### src/rtl/mclk_ratio_pkg.sv
package mclk_ratio_pkg;

   typedef enum logic [1:0] {
      SPD_NORMAL = 2'b00,
      SPD_DOUBLE = 2'b01,
      SPD_HALF   = 2'b10,
      SPD_AUTO   = 2'b11
   } spd_e;

   localparam int NUM_RATIOS = 8;
   localparam int IDX_W      = $clog2(NUM_RATIOS);

   typedef struct packed {
      logic [1:0] mode;
      logic [1:0] osr;
   } cand_t;

   // Ratios alternate x1 and x1.5, and double every two entries.
   function automatic int nominal_ratio(input int base, input int idx);
      int r;
      r = (idx % 2 == 1) ? (base * 3) / 2 : base;
      return r << (idx / 2);
   endfunction

endpackage

### src/rtl/frame_edge_sync.sv
module frame_edge_sync #(
   parameter int STAGES = 2
) (
   input  logic clk,
   input  logic rst_n,
   input  logic frame_in,
   output logic frame_rise
);
   logic synced;
   logic last_q;

   generate
      if (STAGES == 0) begin : g_bypass
         assign synced = frame_in;
      end else begin : g_sync
         logic [STAGES-1:0] sh_q;
         always_ff @(posedge clk or negedge rst_n) begin
            if (!rst_n) sh_q <= '0;
            else        sh_q <= (sh_q << 1) | STAGES'(frame_in);
         end
         assign synced = sh_q[STAGES-1];
      end
   endgenerate

   always_ff @(posedge clk or negedge rst_n) begin
      if (!rst_n) last_q <= 1'b0;
      else        last_q <= synced;
   end

   assign frame_rise = synced & ~last_q;
endmodule

### src/rtl/period_counter.sv
module period_counter #(
   parameter int CNT_W = 12
) (
   input  logic             clk,
   input  logic             rst_n,
   input  logic             frame_rise,
   output logic [CNT_W-1:0] meas,
   output logic             meas_vld
);
   logic [CNT_W-1:0] cnt_q;
   logic [CNT_W-1:0] cnt_inc;
   logic             armed_q;

   // saturate so a stopped frame clock never wraps into a legal count
   assign cnt_inc = (cnt_q == '1) ? cnt_q : cnt_q + 1'b1;

   always_ff @(posedge clk or negedge rst_n) begin
      if (!rst_n) begin
         cnt_q    <= '0;
         armed_q  <= 1'b0;
         meas     <= '0;
         meas_vld <= 1'b0;
      end else begin
         meas_vld <= 1'b0;
         if (frame_rise) begin
            cnt_q   <= '0;
            armed_q <= 1'b1;
            if (armed_q) begin
               meas     <= cnt_inc;
               meas_vld <= 1'b1;
            end
         end else begin
            cnt_q <= cnt_inc;
         end
      end
   end
endmodule

### src/rtl/ratio_classifier.sv
module ratio_classifier
   import mclk_ratio_pkg::*;
#(
   parameter int BASE_RATIO = 128,
   parameter int TOL        = 2,
   parameter int CNT_W      = 12
) (
   input  logic [CNT_W-1:0] meas,
   output logic             match,
   output logic [IDX_W-1:0] idx
);
   logic [NUM_RATIOS-1:0] hit;

   generate
      for (genvar i = 0; i < NUM_RATIOS; i++) begin : g_win
         localparam int NOM = nominal_ratio(BASE_RATIO, i);
         localparam logic [CNT_W-1:0] LO = CNT_W'(NOM - TOL);
         localparam logic [CNT_W-1:0] HI = CNT_W'(NOM + TOL);
         assign hit[i] = (meas >= LO) && (meas <= HI);
      end
   endgenerate

   always_comb begin
      idx = '0;
      for (int k = 0; k < NUM_RATIOS; k++) begin
         if (hit[k]) idx = IDX_W'(k);
      end
   end

   assign match = |hit;
endmodule

### src/rtl/mode_resolver.sv
module mode_resolver
   import mclk_ratio_pkg::*;
(
   input  logic             clk,
   input  logic             rst_n,
   input  logic             meas_vld,
   input  logic             match,
   input  logic [IDX_W-1:0] idx,
   input  logic [1:0]       spd_sel,
   output logic [1:0]       spd_mode,
   output logic [1:0]       osr_code,
   output logic             mode_valid,
   output logic             ratio_err,
   output logic             locked
);
   cand_t cand, prev_q, cur_q;
   logic  legal, prev_ok_q;
   logic  lo_half, hi_half;

   assign lo_half = (idx <= 3'd3);
   assign hi_half = (idx >= 3'd4);

   always_comb begin
      cand  = '{mode: SPD_NORMAL, osr: idx[1:0] - 2'd2};
      legal = 1'b0;
      case (spd_e'(spd_sel))
         SPD_NORMAL: begin
            legal = match && (idx >= 3'd2) && (idx <= 3'd5);
         end
         SPD_DOUBLE: begin
            legal = match && lo_half;
            cand  = '{mode: SPD_DOUBLE, osr: idx[1:0]};
         end
         SPD_HALF: begin
            legal = match && hi_half;
            cand  = '{mode: SPD_HALF, osr: idx[1:0]};
         end
         default: begin
            legal = match;
            if (lo_half)          cand = '{mode: SPD_DOUBLE, osr: idx[1:0]};
            else if (idx >= 3'd6) cand = '{mode: SPD_HALF, osr: idx[1:0]};
         end
      endcase
   end

   always_ff @(posedge clk or negedge rst_n) begin
      if (!rst_n) begin
         prev_q     <= '0;
         prev_ok_q  <= 1'b0;
         cur_q      <= '{mode: SPD_NORMAL, osr: 2'd0};
         mode_valid <= 1'b0;
         ratio_err  <= 1'b0;
         locked     <= 1'b0;
      end else if (meas_vld) begin
         prev_q    <= cand;
         prev_ok_q <= legal;
         ratio_err <= !legal;
         if (legal && prev_ok_q && (cand == prev_q)) begin
            cur_q      <= cand;
            mode_valid <= 1'b1;
            locked     <= 1'b1;
         end else begin
            locked <= legal && (cand == cur_q);
         end
      end
   end

   assign spd_mode = cur_q.mode;
   assign osr_code = cur_q.osr;


   illegal_hold_chk: assert property (@(posedge clk) disable iff (!rst_n)
      (meas_vld && !legal) |=> ($stable(cur_q) && ratio_err && !locked));


   single_frame_hold_chk: assert property (@(posedge clk) disable iff (!rst_n)
      (meas_vld && !(prev_ok_q && cand == prev_q)) |=> $stable(cur_q));


   quiet_hold_chk: assert property (@(posedge clk) disable iff (!rst_n)
      !meas_vld |=> ($stable(cur_q) && $stable(locked) && $stable(ratio_err)));


   valid_sticky_chk: assert property (@(posedge clk) disable iff (!rst_n)
      mode_valid |=> mode_valid);


   mode_code_chk: assert property (@(posedge clk) disable iff (!rst_n)
      spd_mode != SPD_AUTO);


   lock_err_excl_chk: assert property (@(posedge clk) disable iff (!rst_n)
      locked |-> !ratio_err);
endmodule

### src/rtl/mclk_ratio_detect.sv
module mclk_ratio_detect
   import mclk_ratio_pkg::*;
#(
   parameter int BASE_RATIO  = 128,
   parameter int TOL         = 2,
   parameter int SYNC_STAGES = 2
) (
   input  logic       clk_mclk,
   input  logic       rst_n,
   input  logic       frame_clk,
   input  logic [1:0] spd_sel,
   output logic [1:0] spd_mode,
   output logic [1:0] osr_code,
   output logic       mode_valid,
   output logic       ratio_err,
   output logic       locked
);
   localparam int MAX_RATIO = nominal_ratio(BASE_RATIO, NUM_RATIOS - 1);
   localparam int CNT_W     = $clog2(MAX_RATIO + TOL + 1) + 1;

   generate
      if (BASE_RATIO < 16 || BASE_RATIO % 2 != 0) begin : g_bad_base
         $error("BASE_RATIO must be even and at least 16");
      end
      if (TOL < 0 || TOL >= BASE_RATIO / 8) begin : g_bad_tol
         $error("TOL must leave the match windows disjoint");
      end
      if (SYNC_STAGES < 0 || SYNC_STAGES > 4) begin : g_bad_sync
         $error("SYNC_STAGES out of range");
      end
   endgenerate

   logic             frame_rise;
   logic [CNT_W-1:0] meas;
   logic             meas_vld;
   logic             match;
   logic [IDX_W-1:0] idx;

   frame_edge_sync #(.STAGES(SYNC_STAGES)) u_sync (
      .clk(clk_mclk), .rst_n(rst_n), .frame_in(frame_clk), .frame_rise(frame_rise)
   );

   period_counter #(.CNT_W(CNT_W)) u_cnt (
      .clk(clk_mclk), .rst_n(rst_n), .frame_rise(frame_rise),
      .meas(meas), .meas_vld(meas_vld)
   );

   ratio_classifier #(.BASE_RATIO(BASE_RATIO), .TOL(TOL), .CNT_W(CNT_W)) u_cls (
      .meas(meas), .match(match), .idx(idx)
   );

   mode_resolver u_res (
      .clk(clk_mclk), .rst_n(rst_n), .meas_vld(meas_vld), .match(match), .idx(idx),
      .spd_sel(spd_sel), .spd_mode(spd_mode), .osr_code(osr_code),
      .mode_valid(mode_valid), .ratio_err(ratio_err), .locked(locked)
   );
endmodule

### config.mk
export PLATFORM = sky130hd
export DESIGN_NAME = mclk_ratio_detect
export DESIGN_NICKNAME = d
export VERILOG_FILES = /design/src/rtl/mclk_ratio_pkg.sv /design/src/rtl/frame_edge_sync.sv /design/src/rtl/period_counter.sv /design/src/rtl/ratio_classifier.sv /design/src/rtl/mode_resolver.sv /design/src/rtl/mclk_ratio_detect.sv
export SDC_FILE = /design/constraint.sdc
export NUM_CORES = 1
export LEC_CHECK = 0
export BUFFER_PORTS_ARGS = -buffer_cell sky130_fd_sc_hd__buf_2
export CAP_MARGIN = 10
export CORE_MARGIN = 2
export CORE_UTILIZATION = 29
export DETAILED_ROUTE_END_ITERATION = 16
export HOLD_SLACK_MARGIN = 0.12
export REMOVE_ABC_BUFFERS = 1
export SLEW_MARGIN = 15
export SYNTH_ARGS = -nofsm -noshare
export SYNTH_HDL_FRONTEND = slang
export SYNTH_SLANG_ARGS = --single-unit
export TNS_END_PERCENT = 30
### constraint.sdc
create_clock -name clk_mclk -period 2.4 [get_ports clk_mclk]
set_input_delay 0.12 -clock clk_mclk [delete_from_list [all_inputs] [get_ports clk_mclk]]
set_output_delay 0.12 -clock clk_mclk [all_outputs]
set_load 0.03 [all_outputs]
==> reports/metrics.cfg <==
[outcome]
status=complete, but fails checks
failed_checks=negative setup slack

[setup_path]
startpoint_type=flip-flop
slowest_delay_ps=420
path_class=flip-flop to flip-flop
path_delay_family=simple AND/OR/NAND/NOR gates
slowest_stage=dfrtp_1
arrival_ps=2810
end_kind=flip-flop
path_cells=nor4_4 -> buf_4 -> a32oi_1 -> o221ai_1 -> nor2_2 -> xnor2_2 -> a2111oi_4 -> and4_4 -> mux2_4
path_buf_inv=1
cp_max_fo=7
critical_path_required_ps=2580

[pwr]
pwr-share-seq=0.492
p_leak_nw=1.33
switching_share=0.312
cell_internal_pwr_w=0.00116
power_w=0.00168
power_density_nw_per_um2=566
switching_power_w=0.000525
pwr-share-clk=0.272
combPwrFrac=0.235
irDropWorstVdd_v=0.000258

[floorplan]
die_x_um=95.4
top_level_ports=12
start_util=0.298
die_height_um=95.4
die_area_sq_um=9100
fp-row-count=33
core_sq_um=8130

[synth]
synth_common_cells=dfrtp_1 (41), nor2_1 (27), nand2_1 (23)
yosysMostFrequentCell=dfrtp_1
synthFlopType=dfrtp_1
synth_area_leaders=dfrtp_1 (42%), xnor2_1 (4.3%), nor2_1 (4.2%)
yosysTopAreaCell=dfrtp_1
synth.avg_cell_area_sq_um=9.88
synth.cell_area_sq_um=2420
syn_inst=245
ys_ff_latch=41
synth_top_area_share=0.424
synth_cell_types=58
synth_edf_count=0
yosysWarnings=0
synthArstFlopShare=1.00
seq_area_frac_synth=0.424

[global_routing]
grt_overflow_total=0
antenna_found_initial=0
grt_use_total=0.120
grt_max_degree=42
grt_pass1_wl_mm=8.59
grt_pass1_vias=1845

[layout]
area_delta_synth_final_pct=22.6
diodes=0
final_cells=397
drive_above_1_share=0.315
final_nets=301
n_fill_cell=815

[detailed_routing]
drc=0
drt-total-wl_mm=5.00
dr.pass1.iters=4
postRouteAntennaNets=0
wl_per_cell_um=12.6
drtIter0Drc=80
vias=1826
vias_per_cell=4.60

[timing]
fin_ws_ps=-223
period_needed_ps=2620
finalHoldWorstSlack_ps=366
rsz0062_at_grt=true
tightest_slew_ps=890
period_share=1.09
setup_tns_ps=-947
hold_viol_final=0
fin_skew_ps=9.80
setup_viol=5
fmax_ghz=0.381
slew_headroom=0.406
drv_slew=0

[clocking]
ctsRootBufferMaster=clkbuf_8
numCtsBuffers=5
cts_buffer_depth=2
clk_latency_ps=290
cts_tree=yes
cts.sinks=41
h-tree-depth=2
path_clk_slew_ps=90

[job]
maxCapViolCount=0

[placement]
port_buffers=11
dp_cells=381
hpwlAfterDp_mm=3.80
gp_congestion=0.878
place_worst_setup_slack_ps=-336

[hold_path]
hp-class=flip-flop to flip-flop

-- state kept, by name (all words and copies together), names as in the netlist, 2 cells and up --
register	flops
u_res.spd_mode	2
u_sync.g_sync.sh_q	2
u_cnt.cnt_q	12
u_cnt.meas	12
u_res.osr_code	2
u_res.prev_q	4
-- placed cells by master, fill, tap and decap left out, drive strengths merged, types with 5 or more instances in the layout --
cell type / instances
mux2: 7
mux2i: 5
nand3: 12
or2: 5
nand2: 23
nor2: 27
nor3: 6
xor2: 9
ha: 5
o21ai: 18
dfrtp: 41
clkbuf: 5
xnor2: 13
inv: 10
buf: 51
-- cell type report --
class	instances	area, sq um	area share
clock buffer	5	68.8	0.0232
timing repair buffer	53	383	0.129
inverter	9	33.8	0.0114
sequential	41	1030	0.346
tap	105	131	0.0442
clock inverter	3	21.3	0.00716
multi-input combinational	181	1310	0.440
-- logic make-up after synthesis --
| family | synth area share |
|---|---|
| xor gates and xnor gates | 0.0827 |
| DFF | 0.424 |
| adders and majority gates | 0.0258 |
| AOI/OAI and AO/OA | 0.135 |
| buffers and inverters | 0.0579 |
| muxes | 0.0579 |
| and+or+nand+nor | 0.217 |
-- layer usage --
layer	global-route usage	wire (um)	vias up
met5	0	0	-
met4	0.0524	118	0
met3	0.0221	125	8
met2	0.205	2460	26
met1	0.149	2290	848
li1	-	-	944
-- through the flow --
stage | area (sq um) | util
6_report | 2970 | 0.365
5_1_grt | 2970 | 0.365
4_1_cts | 2940 | 0.362
3_5_place_dp | 2760 | 0.339
3_3_place_gp | 2760 | 0.339
2_1_floorplan | 2310 | -
-- what timing repair did --
action / in CTS / in global routing
pin swaps: 14 / 2
endpoints found under the hold margin: 42 / 0
setup buffers: 6 / 0
endpoints found under the setup margin: 5 / 6
hold buffers: 2 / 0
resized for setup: 10 / 5
-- power by group through the flow --
stage                     clock, W  combinational [W]  sequential, W
final                     0.000458           0.000396       0.000828
after CTS                 0.000481           0.000389       0.000827
after detailed placement         0           0.000359       0.000840
after global placement           0           0.000356       0.000836
after global routing      0.000499           0.000441       0.000838
after floorplan                  0           0.000207       0.000840
-- final timing paths --
kind | depth (start not counted) | end | from | slack, ps
worst max-delay path | 9 | u_res.spd_mode[0] | u_cnt.meas[3] | -220
worst min-delay path | 0 | u_sync.g_sync.sh_q[1] | u_sync.g_sync.sh_q[0] | 370
worst max register to register | 9 | u_res.spd_mode[0] | u_cnt.meas[3] | -220
worst min register to register | 0 | u_sync.g_sync.sh_q[1] | u_sync.g_sync.sh_q[0] | 370
max in group asynchronous | 2 | u_cnt.meas[7] | rst_n | 1350
min in group asynchronous | 2 | u_res.locked | rst_n | 490
Power figures use the tool's default switching activity.
